===== src/rtl/rbs_pkg.sv =====
package rbs_pkg;
  typedef enum logic [2:0] {
    ST_LOCK  = 3'd0,
    ST_RESET = 3'd1,
    ST_HOLD  = 3'd2,
    ST_BOOT  = 3'd3,
    ST_RUN   = 3'd4
  } seq_state_e;
endpackage


===== src/rtl/rbs_sync.sv =====
module rbs_sync #(
  parameter int STAGES = 2
) (
  input  logic clk,
  input  logic arst_n,
  input  logic d,
  output logic q
);
  logic [STAGES-1:0] sh;

  for (genvar i = 0; i < STAGES; i++) begin : g_stage
    if (i == 0) begin : g_first
      always_ff @(posedge clk or negedge arst_n) begin
        if (!arst_n) sh[0] <= 1'b0;
        else         sh[0] <= d;
      end
    end else begin : g_next
      always_ff @(posedge clk or negedge arst_n) begin
        if (!arst_n) sh[i] <= 1'b0;
        else         sh[i] <= sh[i-1];
      end
    end
  end

  assign q = sh[STAGES-1];
endmodule


===== src/rtl/rbs_pulse_filter.sv =====
module rbs_pulse_filter #(
  parameter int MIN_PULSE = 8
) (
  input  logic clk,
  input  logic arst_n,
  input  logic rst_s,
  output logic hit
);
  localparam int CW = (MIN_PULSE < 2) ? 1 : $clog2(MIN_PULSE + 1);
  localparam logic [CW-1:0] LAST = CW'(MIN_PULSE - 1);

  logic [CW-1:0] cnt_q, cnt_d;
  logic          cnt_en;

  // counts consecutive low cycles of the synchronised reset, saturating
  always_comb begin
    cnt_en = 1'b0;
    cnt_d  = cnt_q;
    if (rst_s) begin
      cnt_en = 1'b1;
      cnt_d  = '0;
    end else if (cnt_q != LAST) begin
      cnt_en = 1'b1;
      cnt_d  = cnt_q + 1'b1;
    end
  end

  always_ff @(posedge clk or negedge arst_n) begin
    if (!arst_n)     cnt_q <= '0;
    else if (cnt_en) cnt_q <= cnt_d;
  end

  assign hit = !rst_s && (cnt_q == LAST);
endmodule


===== src/rtl/rbs_lock_cnt.sv =====
module rbs_lock_cnt #(
  parameter int TICKS = 4000
) (
  input  logic clk,
  input  logic arst_n,
  input  logic run,
  output logic done
);
  localparam int CW = (TICKS < 2) ? 1 : $clog2(TICKS);
  localparam logic [CW-1:0] LAST = CW'(TICKS - 1);

  logic [CW-1:0] cnt_q, cnt_d;
  logic          cnt_en;

  assign done = run && (cnt_q == LAST);

  always_comb begin
    cnt_en = run && !done;
    cnt_d  = cnt_q + 1'b1;
  end

  always_ff @(posedge clk or negedge arst_n) begin
    if (!arst_n)     cnt_q <= '0;
    else if (cnt_en) cnt_q <= cnt_d;
  end
endmodule


===== src/rtl/rbs_fsm.sv =====
module rbs_fsm
  import rbs_pkg::*;
#(
  parameter int              ADDR_W     = 14,
  parameter logic [ADDR_W-1:0] START_ADDR = '0
) (
  input  logic              clk,
  input  logic              arst_n,
  input  logic              lock_done,
  input  logic              rst_s,
  input  logic              warm_hit,
  input  logic              bus_req,
  input  logic              boot_strap,
  input  logic              boot_done,
  output seq_state_e        state_q,
  output logic [ADDR_W-1:0] fetch_addr
);
  seq_state_e        state_d;
  logic [ADDR_W-1:0] addr_q, addr_d;
  seq_state_e        release_tgt;

  // where the core goes once reset and any bus request are gone
  assign release_tgt = boot_strap ? ST_BOOT : ST_RUN;

  always_comb begin
    state_d = state_q;
    unique case (state_q)
      ST_LOCK:  if (lock_done) state_d = ST_RESET;
      ST_RESET: if (rst_s)     state_d = bus_req ? ST_HOLD : release_tgt;
      ST_HOLD:  if (!bus_req)  state_d = release_tgt;
      ST_BOOT:  if (boot_done) state_d = ST_RUN;
      ST_RUN:   state_d = ST_RUN;
      default:  state_d = ST_LOCK;
    endcase
    if (state_q != ST_LOCK && state_q != ST_RESET && warm_hit)
      state_d = ST_RESET;
  end

  always_comb begin
    addr_d = addr_q;
    if (state_d == ST_RESET)
      addr_d = '1;
    else if (state_d == ST_RUN && state_q != ST_RUN)
      addr_d = START_ADDR;
  end

  always_ff @(posedge clk or negedge arst_n) begin
    if (!arst_n) begin
      state_q <= ST_LOCK;
      addr_q  <= '1;
    end else begin
      state_q <= state_d;
      addr_q  <= addr_d;
    end
  end

  assign fetch_addr = addr_q;
endmodule


===== src/rtl/rst_boot_seq.sv =====
module rst_boot_seq
  import rbs_pkg::*;
#(
  parameter int                LOCK_IN_CYCLES = 2000,
  parameter int                CLK_RATIO      = 2,
  parameter int                MIN_PULSE      = 8,
  parameter int                SYNC_STAGES    = 2,
  parameter int                ADDR_W         = 14,
  parameter logic [ADDR_W-1:0] START_ADDR     = '0
) (
  input  logic              clk,
  input  logic              por_n,
  input  logic              rst_raw_n,
  input  logic              bus_req,
  input  logic              boot_strap,
  input  logic              boot_done,
  input  logic              clkout_dis,
  output logic              core_rst_n,
  output logic              stack_rst,
  output logic              int_mask_all,
  output logic              status_clr,
  output logic              boot_start,
  output logic              fetch_en,
  output logic [ADDR_W-1:0] fetch_addr,
  output logic              clkout_en
);
  localparam int LOCK_TICKS = LOCK_IN_CYCLES * CLK_RATIO;

  logic       rst_s;
  logic       warm_hit;
  logic       lock_done;
  logic       in_lock;
  logic       in_rst;
  seq_state_e state_q;
  logic       ck_en_q, ck_en_d;

  rbs_sync #(.STAGES(SYNC_STAGES)) u_sync (
    .clk   (clk),
    .arst_n(por_n),
    .d     (rst_raw_n),
    .q     (rst_s)
  );

  rbs_pulse_filter #(.MIN_PULSE(MIN_PULSE)) u_filt (
    .clk   (clk),
    .arst_n(por_n),
    .rst_s (rst_s),
    .hit   (warm_hit)
  );

  rbs_lock_cnt #(.TICKS(LOCK_TICKS)) u_lock (
    .clk   (clk),
    .arst_n(por_n),
    .run   (in_lock),
    .done  (lock_done)
  );

  rbs_fsm #(.ADDR_W(ADDR_W), .START_ADDR(START_ADDR)) u_fsm (
    .clk       (clk),
    .arst_n    (por_n),
    .lock_done (lock_done),
    .rst_s     (rst_s),
    .warm_hit  (warm_hit),
    .bus_req   (bus_req),
    .boot_strap(boot_strap),
    .boot_done (boot_done),
    .state_q   (state_q),
    .fetch_addr(fetch_addr)
  );

  assign in_lock = (state_q == ST_LOCK);
  assign in_rst  = in_lock || (state_q == ST_RESET);

  assign core_rst_n   = !in_rst;
  assign stack_rst    = in_rst;
  assign int_mask_all = in_rst;
  assign status_clr   = in_rst;
  assign boot_start   = (state_q == ST_BOOT);
  assign fetch_en     = (state_q == ST_RUN);

  assign ck_en_d = !clkout_dis && !in_lock;

  always_ff @(posedge clk or negedge por_n) begin
    if (!por_n) ck_en_q <= 1'b0;
    else        ck_en_q <= ck_en_d;
  end

  assign clkout_en = ck_en_q;
endmodule


===== config.mk =====
export PLATFORM = sky130hd
export DESIGN_NAME = rst_boot_seq
export DESIGN_NICKNAME = d
export VERILOG_FILES = /design/src/rtl/rbs_pkg.sv /design/src/rtl/rbs_sync.sv /design/src/rtl/rbs_pulse_filter.sv /design/src/rtl/rbs_lock_cnt.sv /design/src/rtl/rbs_fsm.sv /design/src/rtl/rst_boot_seq.sv
export SDC_FILE = /design/constraint.sdc
export NUM_CORES = 1
export LEC_CHECK = 0
export ABC_AREA = 1
export CORE_ASPECT_RATIO = 0.6
export CORE_MARGIN = 2
export CORE_UTILIZATION = 45
export DETAILED_ROUTE_END_ITERATION = 7
export PLACE_DENSITY = 0.8
export SKIP_LAST_GASP = 1
export SYNTH_ARGS = -nofsm -noshare
export SYNTH_HDL_FRONTEND = slang
export SYNTH_SLANG_ARGS = --single-unit

===== constraint.sdc =====
create_clock -name clk -period 2 [get_ports clk]
set_clock_uncertainty 0.05 [all_clocks]
set_input_delay 0.4 -clock clk [delete_from_list [all_inputs] [get_ports clk]]
set_output_delay 0.4 -clock clk [all_outputs]
set_load 0.03 [all_outputs]

* After elaboration in Yosys (flattened, before gate mapping)
Cells that the tools add are included.
Word-level totals: logic and storage cells 52, bits in registers 36, input port bits 7
Cells by class: reductions and logical operators 18, add/sub/neg operators 2, eq/ne operators 11, muxes and demuxes 14
Operators with widths (count):
- 2-to-1 mux 14 bit | 2
- 2-to-1 mux 3 bit | 7
- one-hot mux 3 bit (5 select lines) | 1
- adder 12 x 1 -> 12 bit (second input constant) | 1
- == test 12 bit (second input constant) | 1
- 2-to-1 mux 4 bit | 2
- logical AND 1 bit | 7
- == test 3 x 1 -> 1 bit (second input constant) | 2
- == test 3 x 2 -> 1 bit (second input constant) | 2
- == test 3 bit (second input constant) | 2
- zero test 1 bit | 5
- adder 4 x 1 -> 4 bit (second input constant) | 1
- == test 4 x 3 -> 1 bit (second input constant) | 1
- != test 4 x 3 -> 1 bit (second input constant) | 1
- nonzero test 2 bit | 2
- zero test 3 bit | 1
- != test 3 x 1 -> 1 bit (second input constant) | 1
- != test 3 bit (second input constant) | 1
- nonzero test 3 bit | 1
- 2-to-1 mux 1 bit | 2
- AND reduction 2 bit | 1
- logical OR 1 bit | 1

* Depth between registers and ports, before layout
word-level depth 9, gate-level depth with buffers 10

* Hierarchy
A second synthesis with hierarchy kept.
Unflattened totals: cells, all modules 225, area, all modules 1571.5 µm²
By module, submodules not included:
- rbs_lock_cnt | area an instance 804.5 µm², seq. area each 300.3 µm², cells an instance 116, times used 1
- rbs_fsm | area an instance 409.1 µm², seq. area each 101.3 µm², cells an instance 64, times used 1
- rbs_pulse_filter | area an instance 211.5 µm², seq. area each 100.1 µm², cells an instance 28, times used 1
- rst_boot_seq | area an instance 96.3 µm², seq. area each 25.0 µm², cells an instance 15, times used 1
- rbs_sync | area an instance 50.0 µm², seq. area each 50.0 µm², cells an instance 2, times used 1

* Least setup slack after synthesis
OpenSTA, ideal clock, no wires.
kind register to register, from register u_fsm.state_q[1], to register u_fsm.addr_q[12], in the netlist u_fsm.fetch_addr[12], stages on the path, launching flop included 7, arrival time 1.615 ns, data required time 1.874 ns, slack 0.259 ns, buffers on the path 0, setup time 0.076 ns, cell sequence dfrtp_1 nor2_1 inv_2 nand3_1 nand3_1 nand2_1 nand2_1
On the way: longest elaborated chain between the ends 8, elaborated cells between the ends (all ways) 22
Ends and longest elaborated chain:
- start, declared | RTL line rbs_fsm.sv:15 | output seq_state_e state_q,
- start signal, assigned | RTL line rbs_fsm.sv:52 | state_q <= state_d;
- zero test 3 bit | RTL line rbs_fsm.sv:27, rst_boot_seq.sv:71
- logical AND 1 bit | RTL line rbs_lock_cnt.sv:15 | assign done = run && (cnt_q == LAST);
- 2-to-1 mux 3 bit | RTL line rbs_fsm.sv:28 | ST_LOCK: if (lock_done) state_d = ST_RESET;
- one-hot mux 3 bit (5 select lines) | RTL line rbs_fsm.sv:27 | unique case (state_q)
- 2-to-1 mux 3 bit * | RTL line rbs_fsm.sv:35 | if (state_q != ST_LOCK && state_q != ST_RESET && warm_hit)
- via u_fsm.state_d[0] | RTL line rbs_fsm.sv:18 | seq_state_e state_d;
- == test 3 bit | RTL line rbs_fsm.sv:43 | else if (state_d == ST_RUN && state_q != ST_RUN)
- logical AND 1 bit | RTL line rbs_fsm.sv:43
- nonzero test 2 bit (no source line)
- end signal, assigned | RTL line rbs_fsm.sv:53 | addr_q <= addr_d;
- end, declared | RTL line rbs_fsm.sv:19 | logic [ADDR_W-1:0] addr_q, addr_d;
The timed path passes the listed nets; every way through them passes the cells marked *. A chain may end at the register's enable or synchronous reset.

* Final worst setup path
from register u_fsm.state_q[1], to output port boot_start
On the way: longest elaborated chain between the ends 1
Ends and longest elaborated chain:
- == test 3 x 2 -> 1 bit | RTL line rst_boot_seq.sv:78 | assign boot_start = (state_q == ST_BOOT);
- end, declared | RTL line rst_boot_seq.sv:22 | output logic boot_start,
No other way between the ends.

==> impl_metrics.env <==
export IMPL_worst_pin_slew_ns=0.3982
export IMPL_final_setup_viol_count=0
export IMPL_htree_levels=1
export IMPL_grt_pass1_vias=990
export IMPL_startpoint_type="flop"
export IMPL_cts_tree="yes"
export IMPL_yosys_warnings=0
export IMPL_rows=15
export IMPL_die_area_um2=3690
export IMPL_clkPwrFrac=0.170
export IMPL_hp_class="flop to flop"
export IMPL_cts_hold_buf=0
export IMPL_grt_setup_unrepaired="no"
export IMPL_clock_sinks=23
export IMPL_dpl_hpwl_um=2272
export IMPL_syn2layout_area_growth_pct=18.13
export IMPL_wl_per_cell_um=11.69
export IMPL_fmax_mhz=529.4
export IMPL_vias=1206
export IMPL_slowest_delay_ns=0.47
export IMPL_cp_num_buf_inv=1
export IMPL_path_max_fanout=5
export IMPL_period_minus_slack_ns=1.889
export IMPL_ir_worst_vdd_mv=0.6103
export IMPL_status="finished, final reports clean"
export IMPL_crit_arrival_ns=1.44
export IMPL_drt_pass1_iterations=4
export IMPL_cts_buffer_depth=2
export IMPL_grt_pass1_wl_um=4643
export IMPL_path_delay_family="flip-flops"
export IMPL_p_sw_uw=788.4
export IMPL_p_per_area_nw_per_um2=1026
export IMPL_io_buffers=27
export IMPL_viasPerCell=4.767
export IMPL_grt_max_degree=24
export IMPL_root_buffer="clkbuf_8"
export IMPL_place_gp_congestion=0.9001
export IMPL_layout_commonest_cell="nand2_1"
export IMPL_drv_cap=0
export IMPL_cpMaxStageDelayCell="dfrtp_1"
export IMPL_syn_nets=201
export IMPL_synth_area_um2=1443
export IMPL_drtIter0Drc=77
export IMPL_yosysSeqAreaShare=0.3998
export IMPL_drive_gt1_frac=0.1469
export IMPL_grt_usage=0.1647
export IMPL_leakage_uw=0.0009105
export IMPL_fin_tns_setup_ns=0
export IMPL_final_nets=221
export IMPL_avgSynthCellArea_um2=7.514
export IMPL_period_share=0.9444
export IMPL_synth_cell_types=29
export IMPL_die_x_um=77.10
export IMPL_drv_slew=0
export IMPL_route_detailed_drc=0
export IMPL_path_class="flop to output pin"
export IMPL_layout_setup_ws_ns=0.1112
export IMPL_synthCells=192
export IMPL_p_int_uw=960.8
export IMPL_switching_share=0.4507
export IMPL_max_slew_margin=0.7325
export IMPL_final_cell_mix="nand2_1, dfrtp_1, dlygate4sd2_1"
export IMPL_cts_buffers=3
export IMPL_floorplan_initialDensity=0.4865
export IMPL_clkSlewWorstSetupHoldPaths_ns=0.09
export IMPL_wirelength_um=2958
export IMPL_drtAntennaViolNets=0
export IMPL_core_area_um2=2965
export IMPL_io_pins=28
export IMPL_crit_chain="nand2_1 -> nor2_1 -> dlygate4sd2_1"
export IMPL_end_kind="output pin"
export IMPL_diodes=0
export IMPL_num_fill_cells=291
export IMPL_p_seq_frac=0.376
export IMPL_hold_depth=0
export IMPL_p_comb_frac=0.453
export IMPL_die_h_um=47.86
export IMPL_hold_viol=0
export IMPL_post_place_ws_ns=0.08027
export IMPL_reg2reg_depth=8
export IMPL_clkLatencyLatePin_ns=0.26
export IMPL_overflow=0
export IMPL_path_depth=3
export IMPL_antenna_found_initial=0
export IMPL_cp_required_ns=1.55
export IMPL_synth_seq_cells=23
## cell usage after synthesis (all sizes together)
master  count  area (um2)
o21ai      10       65.05
nand3      18       95.09
a21oi       1       5.000
xnor2       2       17.52
dfrtp      22       550.5
inv        25       96.35
buf        17       128.9
dfstp       1       26.28
nand4       7       43.79
nor3        5       36.29
nor2       20       85.08
and2        1       6.260
clkinv      1       3.750
xor2        3       26.28
nand2      56       225.2
ha          2       25.02
a31oi       1       6.260
## per-layer routing
metal  global-route usage  vias to the layer above  part of all wire  wire [um]
met3              0.04151                        0             0.072        213
met1               0.2556                      542              0.54       1587
met2               0.2368                       36              0.39       1157
met5                    0                        -                 0          0
li1                     -                      628                 -          -
met4              0.02143                        0                 0          0
## timing repair
action | CTS | global route
resized for setup | 19 | 2
endpoints found under the setup margin | 20 | 1
setup buffers | 0 | 0
endpoints found under the hold margin | 0 | 0
## layout make-up
cell class / count / area (um2) / share of cell area
Sequential cell: 23 / 576.8 / 0.3385
Clock inverter: 1 / 7.507 / 0.004405
Multi-Input combinational cell: 126 / 639.4 / 0.3752
Inverter: 26 / 100.1 / 0.05874
Timing Repair Buffer: 32 / 286.5 / 0.1681
Clock buffer: 3 / 41.29 / 0.02423
Tap cell: 42 / 52.55 / 0.03084
## cell families after synthesis
| logic type | count (synthesis) | share of synthesized area |
|---|---|---|
| and+or+nand+nor | 107 | 0.3409 |
| AOI/OAI and AO/OA | 12 | 0.05290 |
| adders and majority gates | 2 | 0.01734 |
| buffers and inverters | 43 | 0.1587 |
| DFF | 23 | 0.3998 |
| xor gates and xnor gates | 5 | 0.03036 |
## stage by stage
step                      instance area [um2]  hold WS (ns)  power (uW)  utilization  instances
after floorplan                          1443       0.05441        1275            -        192
after global placement                   1674        0.2845        1494       0.5646        249
after detailed placement                 1674        0.3032        1503       0.5646        249
after CTS                                1699        0.3240        1758       0.5730        253
after global routing                     1704        0.3367        1881       0.5747        253
final                                    1704        0.3171        1749       0.5747        253
## final timing paths
path | to | startpoint | slack [ns]
max | boot_start | u_fsm.state_q[1] | 0.11
min | u_sync.q | u_sync.sh[0] | 0.32
max reg2reg | u_lock.cnt_q[10] | u_lock.cnt_q[0] | 0.41
min reg2reg | u_sync.q | u_sync.sh[0] | 0.32
max in group asynchronous | u_fsm.fetch_addr[12] | por_n | 1.19
min in group asynchronous | u_lock.cnt_q[9] | por_n | 0.43
## sequential cells by signal, summed over array words and instances (netlist names)
signal            flops
clkout_en             1
u_sync.q              1
u_lock.cnt_q         12
u_filt.cnt_q          4
u_fsm.state_q         3
u_fsm.fetch_addr      1
u_sync.sh             1
## power by group through the flow
stage | clock network, uW | registers, uW | logic (uW)
2_1_floorplan | 0 | 675 | 601
3_3_place_gp | 0 | 665 | 829
3_5_place_dp | 0 | 664 | 839
4_1_cts | 307 | 655 | 796
5_1_grt | 335 | 673 | 872
6_report | 297 | 659 | 793
(Power assumes the default switching activity.)
